### src/rtl/irq_nest_pkg.sv
package irq_nest_pkg;
  localparam int NSRC    = 5;
  localparam int GLB_BIT = 7;
  localparam int EN_W    = 8;
  localparam int IDX_W   = $clog2(NSRC);
  typedef logic [NSRC-1:0] src_vec_t;
endpackage

### src/rtl/irq_mask_unit.sv
module irq_mask_unit
  import irq_nest_pkg::*;
(
  input  src_vec_t req,
  input  src_vec_t src_en,
  input  logic     glb_en,
  input  src_vec_t pri,
  output src_vec_t hi_cand,
  output src_vec_t lo_cand
);
  src_vec_t live;

  always_comb begin
    live    = req & src_en & {NSRC{glb_en}};
    hi_cand = live & pri;
    lo_cand = live & ~pri;
  end
endmodule

### src/rtl/irq_prio_pick.sv
module irq_prio_pick #(
  parameter int N = 5
) (
  input  logic [N-1:0] cand,
  output logic [N-1:0] pick,
  output logic         any
);
  logic [N:0] seen;

  assign seen[0] = 1'b0;
  genvar i;
  generate
    for (i = 0; i < N; i++) begin : g_chain
      assign pick[i]   = cand[i] & ~seen[i];
      assign seen[i+1] = seen[i] | cand[i];
    end
  endgenerate
  assign any = seen[N];
endmodule

### src/rtl/irq_svc_track.sv
module irq_svc_track (
  input  logic clk,
  input  logic rst,
  input  logic grant_hi,
  input  logic grant_lo,
  input  logic reti,
  output logic hi_q,
  output logic lo_q
);
  logic hi_n, lo_n;

  always_comb begin
    hi_n = hi_q;
    lo_n = lo_q;
    if (reti) begin
      if (hi_q) hi_n = 1'b0;
      else      lo_n = 1'b0;
    end
    if (grant_hi) hi_n = 1'b1;
    if (grant_lo) lo_n = 1'b1;
  end

  always_ff @(posedge clk) begin
    if (rst) begin
      hi_q <= 1'b0;
      lo_q <= 1'b0;
    end else begin
      hi_q <= hi_n;
      lo_q <= lo_n;
    end
  end

  AST_RETI_HI_FIRST: assert property (@(posedge clk) disable iff (rst)
    reti && hi_q |=> !hi_q && (lo_q == $past(lo_q))) else $error("reti order");
  AST_GRANT_SETS_LEVEL: assert property (@(posedge clk) disable iff (rst)
    grant_lo |=> lo_q) else $error("lo grant lost");
endmodule

### src/rtl/irq_nest_ctrl.sv
module irq_nest_ctrl
  import irq_nest_pkg::*;
#(
  parameter int               VEC_W      = 16,
  parameter logic [VEC_W-1:0] VEC_BASE   = 16'h0003,
  parameter int               VEC_STRIDE = 8
) (
  input  logic             clk,
  input  logic             rst,
  input  logic             mcyc_stb,
  input  logic [NSRC-1:0]  req_i,
  input  logic [EN_W-1:0]  en_reg,
  input  logic [NSRC-1:0]  pri_reg,
  input  logic             reti_i,
  output logic             vec_req_o,
  output logic [VEC_W-1:0] vec_addr_o,
  output logic [NSRC-1:0]  ack_o,
  output logic             insvc_hi_o,
  output logic             insvc_lo_o
);
  localparam logic [VEC_W-1:0] STEP = VEC_W'(VEC_STRIDE);

  src_vec_t hi_cand, lo_cand, hi_pick, lo_pick, grant;
  logic     hi_any, lo_any, take_hi, take_lo;
  logic [IDX_W-1:0] idx;
  logic [VEC_W-1:0] vaddr_n;
  logic unused_en_bits;

  assign unused_en_bits = ^en_reg[GLB_BIT-1:NSRC];

  irq_mask_unit mask_i (
    .req     (req_i),
    .src_en  (en_reg[NSRC-1:0]),
    .glb_en  (en_reg[GLB_BIT]),
    .pri     (pri_reg),
    .hi_cand (hi_cand),
    .lo_cand (lo_cand)
  );

  irq_prio_pick #(.N(NSRC)) pick_hi_i (.cand(hi_cand), .pick(hi_pick), .any(hi_any));
  irq_prio_pick #(.N(NSRC)) pick_lo_i (.cand(lo_cand), .pick(lo_pick), .any(lo_any));

  always_comb begin
    take_hi = mcyc_stb & ~insvc_hi_o & hi_any;
    take_lo = mcyc_stb & ~insvc_hi_o & ~insvc_lo_o & lo_any & ~hi_any;
    if (take_hi)      grant = hi_pick;
    else if (take_lo) grant = lo_pick;
    else              grant = '0;
    idx = '0;
    for (int i = 0; i < NSRC; i++)
      if (grant[i]) idx = IDX_W'(i);
    vaddr_n = VEC_BASE + VEC_W'(idx) * STEP;
  end

  irq_svc_track svc_i (
    .clk      (clk),
    .rst      (rst),
    .grant_hi (take_hi),
    .grant_lo (take_lo),
    .reti     (reti_i),
    .hi_q     (insvc_hi_o),
    .lo_q     (insvc_lo_o)
  );

  always_ff @(posedge clk) begin
    if (rst) begin
      ack_o      <= '0;
      vec_req_o  <= 1'b0;
      vec_addr_o <= '0;
    end else begin
      ack_o     <= grant;
      vec_req_o <= take_hi | take_lo;
      if (take_hi | take_lo) vec_addr_o <= vaddr_n;
    end
  end

  AST_ACK_ONEHOT: assert property (@(posedge clk) disable iff (rst)
    $onehot0(ack_o)) else $error("ack not onehot");
  AST_REQ_TRACKS_ACK: assert property (@(posedge clk) disable iff (rst)
    vec_req_o == (ack_o != '0)) else $error("vec_req/ack mismatch");
  AST_NO_STB_NO_GRANT: assert property (@(posedge clk) disable iff (rst)
    !mcyc_stb |=> !vec_req_o) else $error("grant without strobe");
  AST_GLOBAL_OFF: assert property (@(posedge clk) disable iff (rst)
    mcyc_stb && !en_reg[GLB_BIT] |=> ack_o == '0) else $error("global off ignored");
  AST_ACK_WAS_ENABLED: assert property (@(posedge clk) disable iff (rst)
    vec_req_o |-> (ack_o & $past(req_i & en_reg[NSRC-1:0])) != '0) else $error("ack to disabled");
  AST_HI_BLOCKS_ALL: assert property (@(posedge clk) disable iff (rst)
    mcyc_stb && insvc_hi_o |=> !vec_req_o) else $error("preempted high");
  AST_LO_ONLY_HI: assert property (@(posedge clk) disable iff (rst)
    mcyc_stb && insvc_lo_o && !insvc_hi_o |=> !vec_req_o || insvc_hi_o) else $error("same-level nest");
endmodule

### config.mk
export PLATFORM = sky130hd
export DESIGN_NAME = irq_nest_ctrl
export DESIGN_NICKNAME = d
export VERILOG_FILES = /design/src/rtl/irq_nest_pkg.sv /design/src/rtl/irq_mask_unit.sv /design/src/rtl/irq_prio_pick.sv /design/src/rtl/irq_svc_track.sv /design/src/rtl/irq_nest_ctrl.sv
export SDC_FILE = /design/constraint.sdc
export NUM_CORES = 1
export LEC_CHECK = 0
export BUFFER_PORTS_ARGS = -buffer_cell sky130_fd_sc_hd__buf_2
export CORE_UTILIZATION = 35
export CTS_CLUSTER_SIZE = 8
export DETAILED_ROUTE_END_ITERATION = 12
export GPL_TIMING_DRIVEN = 0
export PLACE_DENSITY = 0.67
export SLEW_MARGIN = 20
export SYNTH_ARGS = -nofsm -noshare
export SYNTH_HDL_FRONTEND = slang
export SYNTH_SLANG_ARGS = --single-unit
export TNS_END_PERCENT = 1
### constraint.sdc
create_clock -name clk -period 1.76 [get_ports clk]
set_input_delay 0.352 -clock clk [delete_from_list [all_inputs] [get_ports clk]]
set_output_delay 0.352 -clock clk [all_outputs]
set_load 0.02 [all_outputs]
==> run_results.csv, run 1 <==
group,metric,value,unit
floorplanning,initial_utilization,0.379,
floorplanning,die_w,48.4,µm
clock_tree,clk_pin_slew,0.07,ns
logic_synthesis,ys_seq_area_frac,0.319,
layout,nNetsFinal,158,
grt,grt_pass1_vias,685,
route,drc_errors,0,
placed_design,io_buffers,32,
logic_synthesis,yosysTopAreaCellShare,0.319,
clock_tree,cts.sinks,12,
route,drt_iter0_markers,6,
floorplanning,rows,16,
sta,timing.setup.tns,0,ns
route,drt-total-wl,1560,µm
worst_setup_path,r2r_setup_slack,0.36,ns
worst_setup_path,reg2reg_to,"vec_addr_o[4]",
clock_tree,cts_resized,0,
sta,rsz0062_at_grt,"false",
sta,fmax,713,MHz
sta,whs,0.292,ns
clock_tree,cts_made_buffers,3,
worst_setup_path,crit_arrival,1.59,ns
logic_synthesis,syn-instance-count,89,
logic_synthesis,yosysTopAreaCell,"dfxtp_1",
floorplanning,die_area,2340,µm²
floorplanning,coreArea,1980,µm²
placed_design,gp_congestion,0.800,
layout,antenna_cells,0,
worst_hold_path,hold_class,"primary input to flop",
worst_setup_path,worstPathMaxFanout,5,
route,via_per_inst,4.66,
clock_tree,hold_buffers,0,
logic_synthesis,synth.area.top_cells,"dfxtp_1 32%, buf_4 12%, nor2_1 6.5%",
floorplanning,die_h,48.4,µm
route,ant_nets,0,
logic_synthesis,synth_seq_cells,12,
logic_synthesis,netlist_area,752,µm²
power_and_ir_drop,powerDensity,635,nW/µm²
sta,clock_skew,0.00653,ns
grt,grt_pass1_wl,2720,µm
floorplanning,ios,46,
layout,area_delta_synth_final,33.8,%
logic_synthesis,yosysWarnings,0,
worst_setup_path,end_kind,"flop",
grt,grt_usage,0.150,
worst_hold_path,hp-start,"rst",
sta,finalSetupViolCount,0,
route,dr_total_vias,751,
power_and_ir_drop,ir_worst_vdd,379,µV
route,wire_per_inst,9.71,µm
worst_hold_path,min_path_cells,2,
sta,slew_viol_final,0,
worst_hold_path,whs_endpoint,"ack_o[0]",
sta,final.min_clock_period,1.40,ns
run,drv_cap,0,
clock_tree,cts_buffer_depth,2,
grt,grt_overflow,0,
clock_tree,postCtsSetupBuffers,0,
placed_design,dp_hpwl,1320,µm
clock_tree,clock_latency,0.27,ns
clock_tree,cts_root_buf,"clkbuf_4",
worst_setup_path,worst_ep_required_time,1.95,ns
worst_setup_path,timing.rr.start,"svc_i.hi_q",
worst_setup_path,crit_path_start,"svc_i.hi_q",
logic_synthesis,avgSynthCellArea,8.45,µm²
sta,finalHoldViolations,0,
worst_setup_path,worstSetupStartpointType,"flop",
outcome,status,"finished, final reports clean",
logic_synthesis,ys_types,31,
worst_setup_path,worstSetupPathType,"flop to flop",
route,dr.pass1.iters,4,
layout,layout-drive-gt1-share,0.418,
grt,grt_max_degree,11,
sta,finalCritPeriodShare,0.797,
clock_tree,cts_tree,"done",
grt,antenna_found_initial,0,
power_and_ir_drop,p_leak,0.511,nW
clock_tree,ctsHtreeMaxLevel,1,
worst_setup_path,worstRegToRegCells,5,
cells in the mapped netlist:
cell / instances
nor2_1: 13
buf_4: 12
dfxtp_1: 12
nand2_1: 6
nand3_1: 5
a21oi_1: 4
a31oi_1: 3
inv_1: 3
nand4_1: 3
nand4_2: 3
nand4b_1: 2
nor2b_1: 2
nor3b_1: 2
o21ai_0: 2
a211oi_1: 1
a21boi_1: 1
and2_4: 1
buf_6: 1
clkbuf_1: 1
conb_1: 1
nand3b_1: 1
nand4_4: 1
nor3_1: 1
nor4_1: 1
nor4_4: 1
o2111ai_1: 1
o211ai_2: 1
o21ai_1: 1
o21ai_4: 1
o41ai_1: 1
xnor2_1: 1
power breakdown:
group,switching (W),internal (W)
clock,0.0000809,0.0000791
combinational,0.000112,0.0000771
sequential,0.00000647,0.000283
total,0.000199,0.000439
kinds of logic after synthesis:
logic type	after synthesis	share of synthesized area
other	1	0.00499
flip-flops	12	0.319
XOR/XNOR	1	0.0116
AND/OR/NAND/NOR	42	0.356
AO/OA/AOI/OAI	16	0.153
buffers and inverters	17	0.155
through the flow:
| step | std cells | utilization | setup WS [ns] | total power, W | cell area (µm²) |
|---|---|---|---|---|---|
| global placement | 158 | 0.496 | 0.172 | 0.000481 | 983 |
| floorplan | 99 | - | 0.435 | 0.000428 | 790 |
| detailed placement | 158 | 0.496 | 0.129 | 0.000485 | 983 |
| finish | 161 | 0.508 | 0.357 | 0.000639 | 1010 |
| CTS | 161 | 0.508 | 0.348 | 0.000648 | 1010 |
| global route | 161 | 0.508 | 0.0884 | 0.000679 | 1010 |
layout make-up:
cell class              instances  area (µm²)
fillers                       212         976
multi-input cells              70         433
flip-flops and latches         12         240
repair buffers                 32         160
plain buffers                  14         105
well taps                      27        33.8
clock buffers                   3        22.5
inverters                       3        11.3
cell usage in the layout, fill, tap and decap left out, types with 2 or more instances in the layout:
master	instances
nand3_1	5
nand2_1	6
dfxtp_1	12
nand4_1	3
nand4b_1	2
buf_4	12
nor2b_1	2
buf_2	32
nor3b_1	2
clkbuf_4	3
a31oi_1	3
o21ai_0	2
a21oi_1	4
nor2_1	13
conb_1	11
inv_1	3
nand4_2	3
metal layers:
layer	GRT usage	routed length, µm
met2	0.293	820
met4	0.0441	0
met5	0	0
met3	0.0503	108
met1	0.147	633
worst max path at each step:
stage	endpoint	slack (ns)	cells after the start
2_1_floorplan	vec_addr_o[5]	0.43	6
3_3_place_gp	vec_addr_o[1]	0.17	7
3_5_place_dp	vec_addr_o[5]	0.13	7
4_1_cts	vec_addr_o[5]	0.35	5
5_1_grt	vec_addr_o[5]	0.09	5
6_report	vec_addr_o[4]	0.36	5
state kept, by name, indices dropped and copies added (netlist names):
name	cells
vec_addr_o	4
vec_req_o	1
svc_i.lo_q	1
ack_o	5
svc_i.hi_q	1
critical path: stages, from the launching register on:
cell and delay [ns]:
dfxtp_1 0.34, nor2b_1 0.30, nand4_1 0.22, nor2_1 0.20
a31oi_1 0.09, a31oi_1 0.18
Note: power is estimated with default switching activity, not from simulation.
==> run 2: changes to the inputs <==
Settings changed: ABC_AREA from default to 1.
Clock period 1.76 ns to 1.3 ns, I/O delays scaled along.
==> run_results.csv, run 2 <==
group,metric,value,unit
route,drc_errors,0,
layout,nNetsFinal,174,
clock_tree,clock_latency,0.26,ns
floorplanning,die_area,2420,µm²
logic_synthesis,syn-instance-count,106,
route,ant_nets,0,
clock_tree,hold_buffers,0,
logic_synthesis,synthArstFlopShare,0,
logic_synthesis,netlist_area,781,µm²
layout,final_cells,177,
power_and_ir_drop,powerDensity,825,nW/µm²
sta,finalCritPeriodShare,0.950,
layout,antenna_cells,0,
clock_tree,cts_made_buffers,3,
layout,seq_area,240,µm²
logic_synthesis,synth_commonest_cells,"18 x nor2_1, 12 x buf_4, 12 x dfxtp_1, 12 x inv_1, 9 x nand4_1",
worst_setup_path,crit_path_max_incr_delay,0.33,ns
grt,antenna_found_initial,0,
layout,design_area,1040,µm²
layout,area_delta_synth_final,33.8,%
logic_synthesis,avgSynthCellArea,7.37,µm²
route,dr.pass1.iters,4,
layout,final_common_cell,"buf_2",
route,via_per_inst,4.49,
layout,multi_input_area,433,µm²
grt,grt_overflow,0,
sta,slew_viol_final,0,
logic_synthesis,yosysTopAreaCellShare,0.308,
clock_tree,postCtsSetupBuffers,0,
worst_setup_path,worstPathMaxFanout,4,
worst_setup_path,worstSetupPathType,"flop to flop",
worst_setup_path,worstRegToRegCells,8,
sta,clock_skew,0.000659,ns
route,wire_per_inst,8.93,µm
logic_synthesis,yosysTopAreaCell,"dfxtp_1",
route,drt_iter0_markers,7,
placed_design,dpl-instance-area,1010,µm²
worst_setup_path,worst_ep_required_time,1.46,ns
logic_synthesis,synth-edff-count,0,
logic_synthesis,ys_seq_area_frac,0.308,
worst_setup_path,crit_top_cell,"nor2_1",
placed_design,gp_congestion,0.734,
power_and_ir_drop,p_leak,0.583,nW
logic_synthesis,ys.flop_type,"dfxtp_1",
placed_design,io_buffers,31,
worst_hold_path,hp-start,"rst",
placed_design,dp_cells,174,
sta,finalSetupViolCount,0,
floorplanning,die_h,49.2,µm
floorplanning,die_w,49.2,µm
worst_hold_path,whs_endpoint,"svc_i.hi_q",
floorplanning,coreArea,2020,µm²
sta,worst_pin_slew,0.502,ns
sta,fmax,809,MHz
layout,final_cell_mix,"31 x buf_2, 17 x nor2_1, 12 x inv_1, 12 x buf_4, 12 x dfxtp_1",
clock_tree,cts.sinks,12,
clock_tree,clk_pin_slew,0.06,ns
layout,top_register,"ack_o",
sta,slew-limit-headroom,0.666,
grt,grt_pass1_vias,700,
grt,grt_usage,0.145,
layout,largest_reg_flops,5,
logic_synthesis,yosysWarnings,0,
placed_design,dp_hpwl,1290,µm
worst_setup_path,worstSetupStartpointType,"flop",
clock_tree,cts_resized,0,
layout,layout-drive-gt1-share,0.427,
worst_setup_path,reg2reg_to,"vec_addr_o[5]",
layout,fill_cells,205,
outcome,status,"finished, final reports clean",
floorplanning,ios,46,
worst_hold_path,min_path_cells,2,
clock_tree,cts_root_buf,"clkbuf_4",
floorplanning,rows,16,
worst_setup_path,slowest_stage,"dfxtp_1",
grt,grt_pass1_wl,2790,µm
logic_synthesis,ys_types,26,
power_and_ir_drop,ir_worst_vdd,546,µV
logic_synthesis,yosysMostFrequentCell,"nor2_1",
sta,final.min_clock_period,1.24,ns
worst_setup_path,cp_cell_sequence,"nor2_1, inv_1, nor2_4, nand3_4, nand2_4, inv_4, nor2_1, nor2_1",
layout,reg.largest.list,"ack_o x5, vec_addr_o x4",
grt,grt_max_degree,11,
worst_setup_path,r2r_setup_slack,0.06,ns
logic_synthesis,synth.area.top_cells,"dfxtp_1 31%, buf_4 12%, nor2_1 8.7%",
run,drv_cap,0,
clock_tree,cts_buffer_depth,2,
logic_synthesis,synth_seq_cells,12,
floorplanning,initial_utilization,0.386,
clock_tree,cts_tree,"done",
route,drt-total-wl,1580,µm
worst_hold_path,hold_class,"primary input to flop",
worst_setup_path,crit_arrival,1.39,ns
route,dr_total_vias,795,
sta,finalHoldViolations,0,
worst_setup_path,timing.rr.start,"svc_i.hi_q",
clock_tree,ctsHtreeMaxLevel,1,
worst_setup_path,end_kind,"flop",
[run 2: worst max-delay path: cells and delay by family (launching register included)]
kind,cells,cell delay [ns]
buffers and inverters,2,0.16
flip-flops,1,0.33
AND/OR/NAND/NOR,6,0.63
[run 2: logic make-up (layout without fill, tap and decap cells)]
group	Yosys count	count (layout)	share of synthesized area
flip-flops	12	12	0.308
AO/OA/AOI/OAI	11	11	0.0929
other	1	11	0.00480
buffers and inverters	28	62	0.205
AND/OR/NAND/NOR	54	54	0.389
[run 2: cell type report]
| class | instances | share of cell area |
|---|---|---|
| Buffer | 14 | 0.101 |
| Multi-Input combinational cell | 76 | 0.414 |
| Clock buffer | 3 | 0.0216 |
| Tap cell | 27 | 0.0323 |
| Timing Repair Buffer | 31 | 0.149 |
| Inverter | 14 | 0.0527 |
| Sequential cell | 12 | 0.230 |
[run 2: through the flow]
stage          hold slack, ns  setup WS [ns]  setup TNS [ns]   util  total power, W
3_5_place_dp            0.451         -0.102          -0.493  0.499        0.000651
2_1_floorplan           0.329         0.0180               0      -        0.000583
5_1_grt                 0.152        -0.0168         -0.0297  0.517        0.000929
4_1_cts                 0.168        0.00535               0  0.511        0.000868
6_report                0.177         0.0644               0  0.517        0.000862
3_3_place_gp            0.451         -0.100          -0.485  0.499        0.000648
[run 2: layer usage]
metal  share of wire  global-route usage
met5               0                   0
met4               0              0.0392
met3           0.049              0.0498
met2            0.54               0.269
met1            0.41               0.153
[run 2: where the power goes]
| part | internal (W) | leakage, nW | switching (W) |
|---|---|---|---|
| Sequential | 0.000384 | 0.0975 | 0.00000958 |
| Combinational | 0.000100 | 0.472 | 0.000158 |
| Clock | 0.000107 | 0.0138 | 0.000104 |
| Total | 0.000591 | 0.583 | 0.000271 |
[run 2: how the worst max path moves through the flow]
stage | endpoint | from
3_5_place_dp | vec_addr_o[5] | en_reg[7]
5_1_grt | vec_addr_o[5] | svc_i.hi_q
3_3_place_gp | vec_addr_o[5] | en_reg[7]
2_1_floorplan | vec_addr_o[5] | en_reg[7]
6_report | vec_addr_o[5] | svc_i.hi_q
4_1_cts | vec_addr_o[5] | svc_i.hi_q
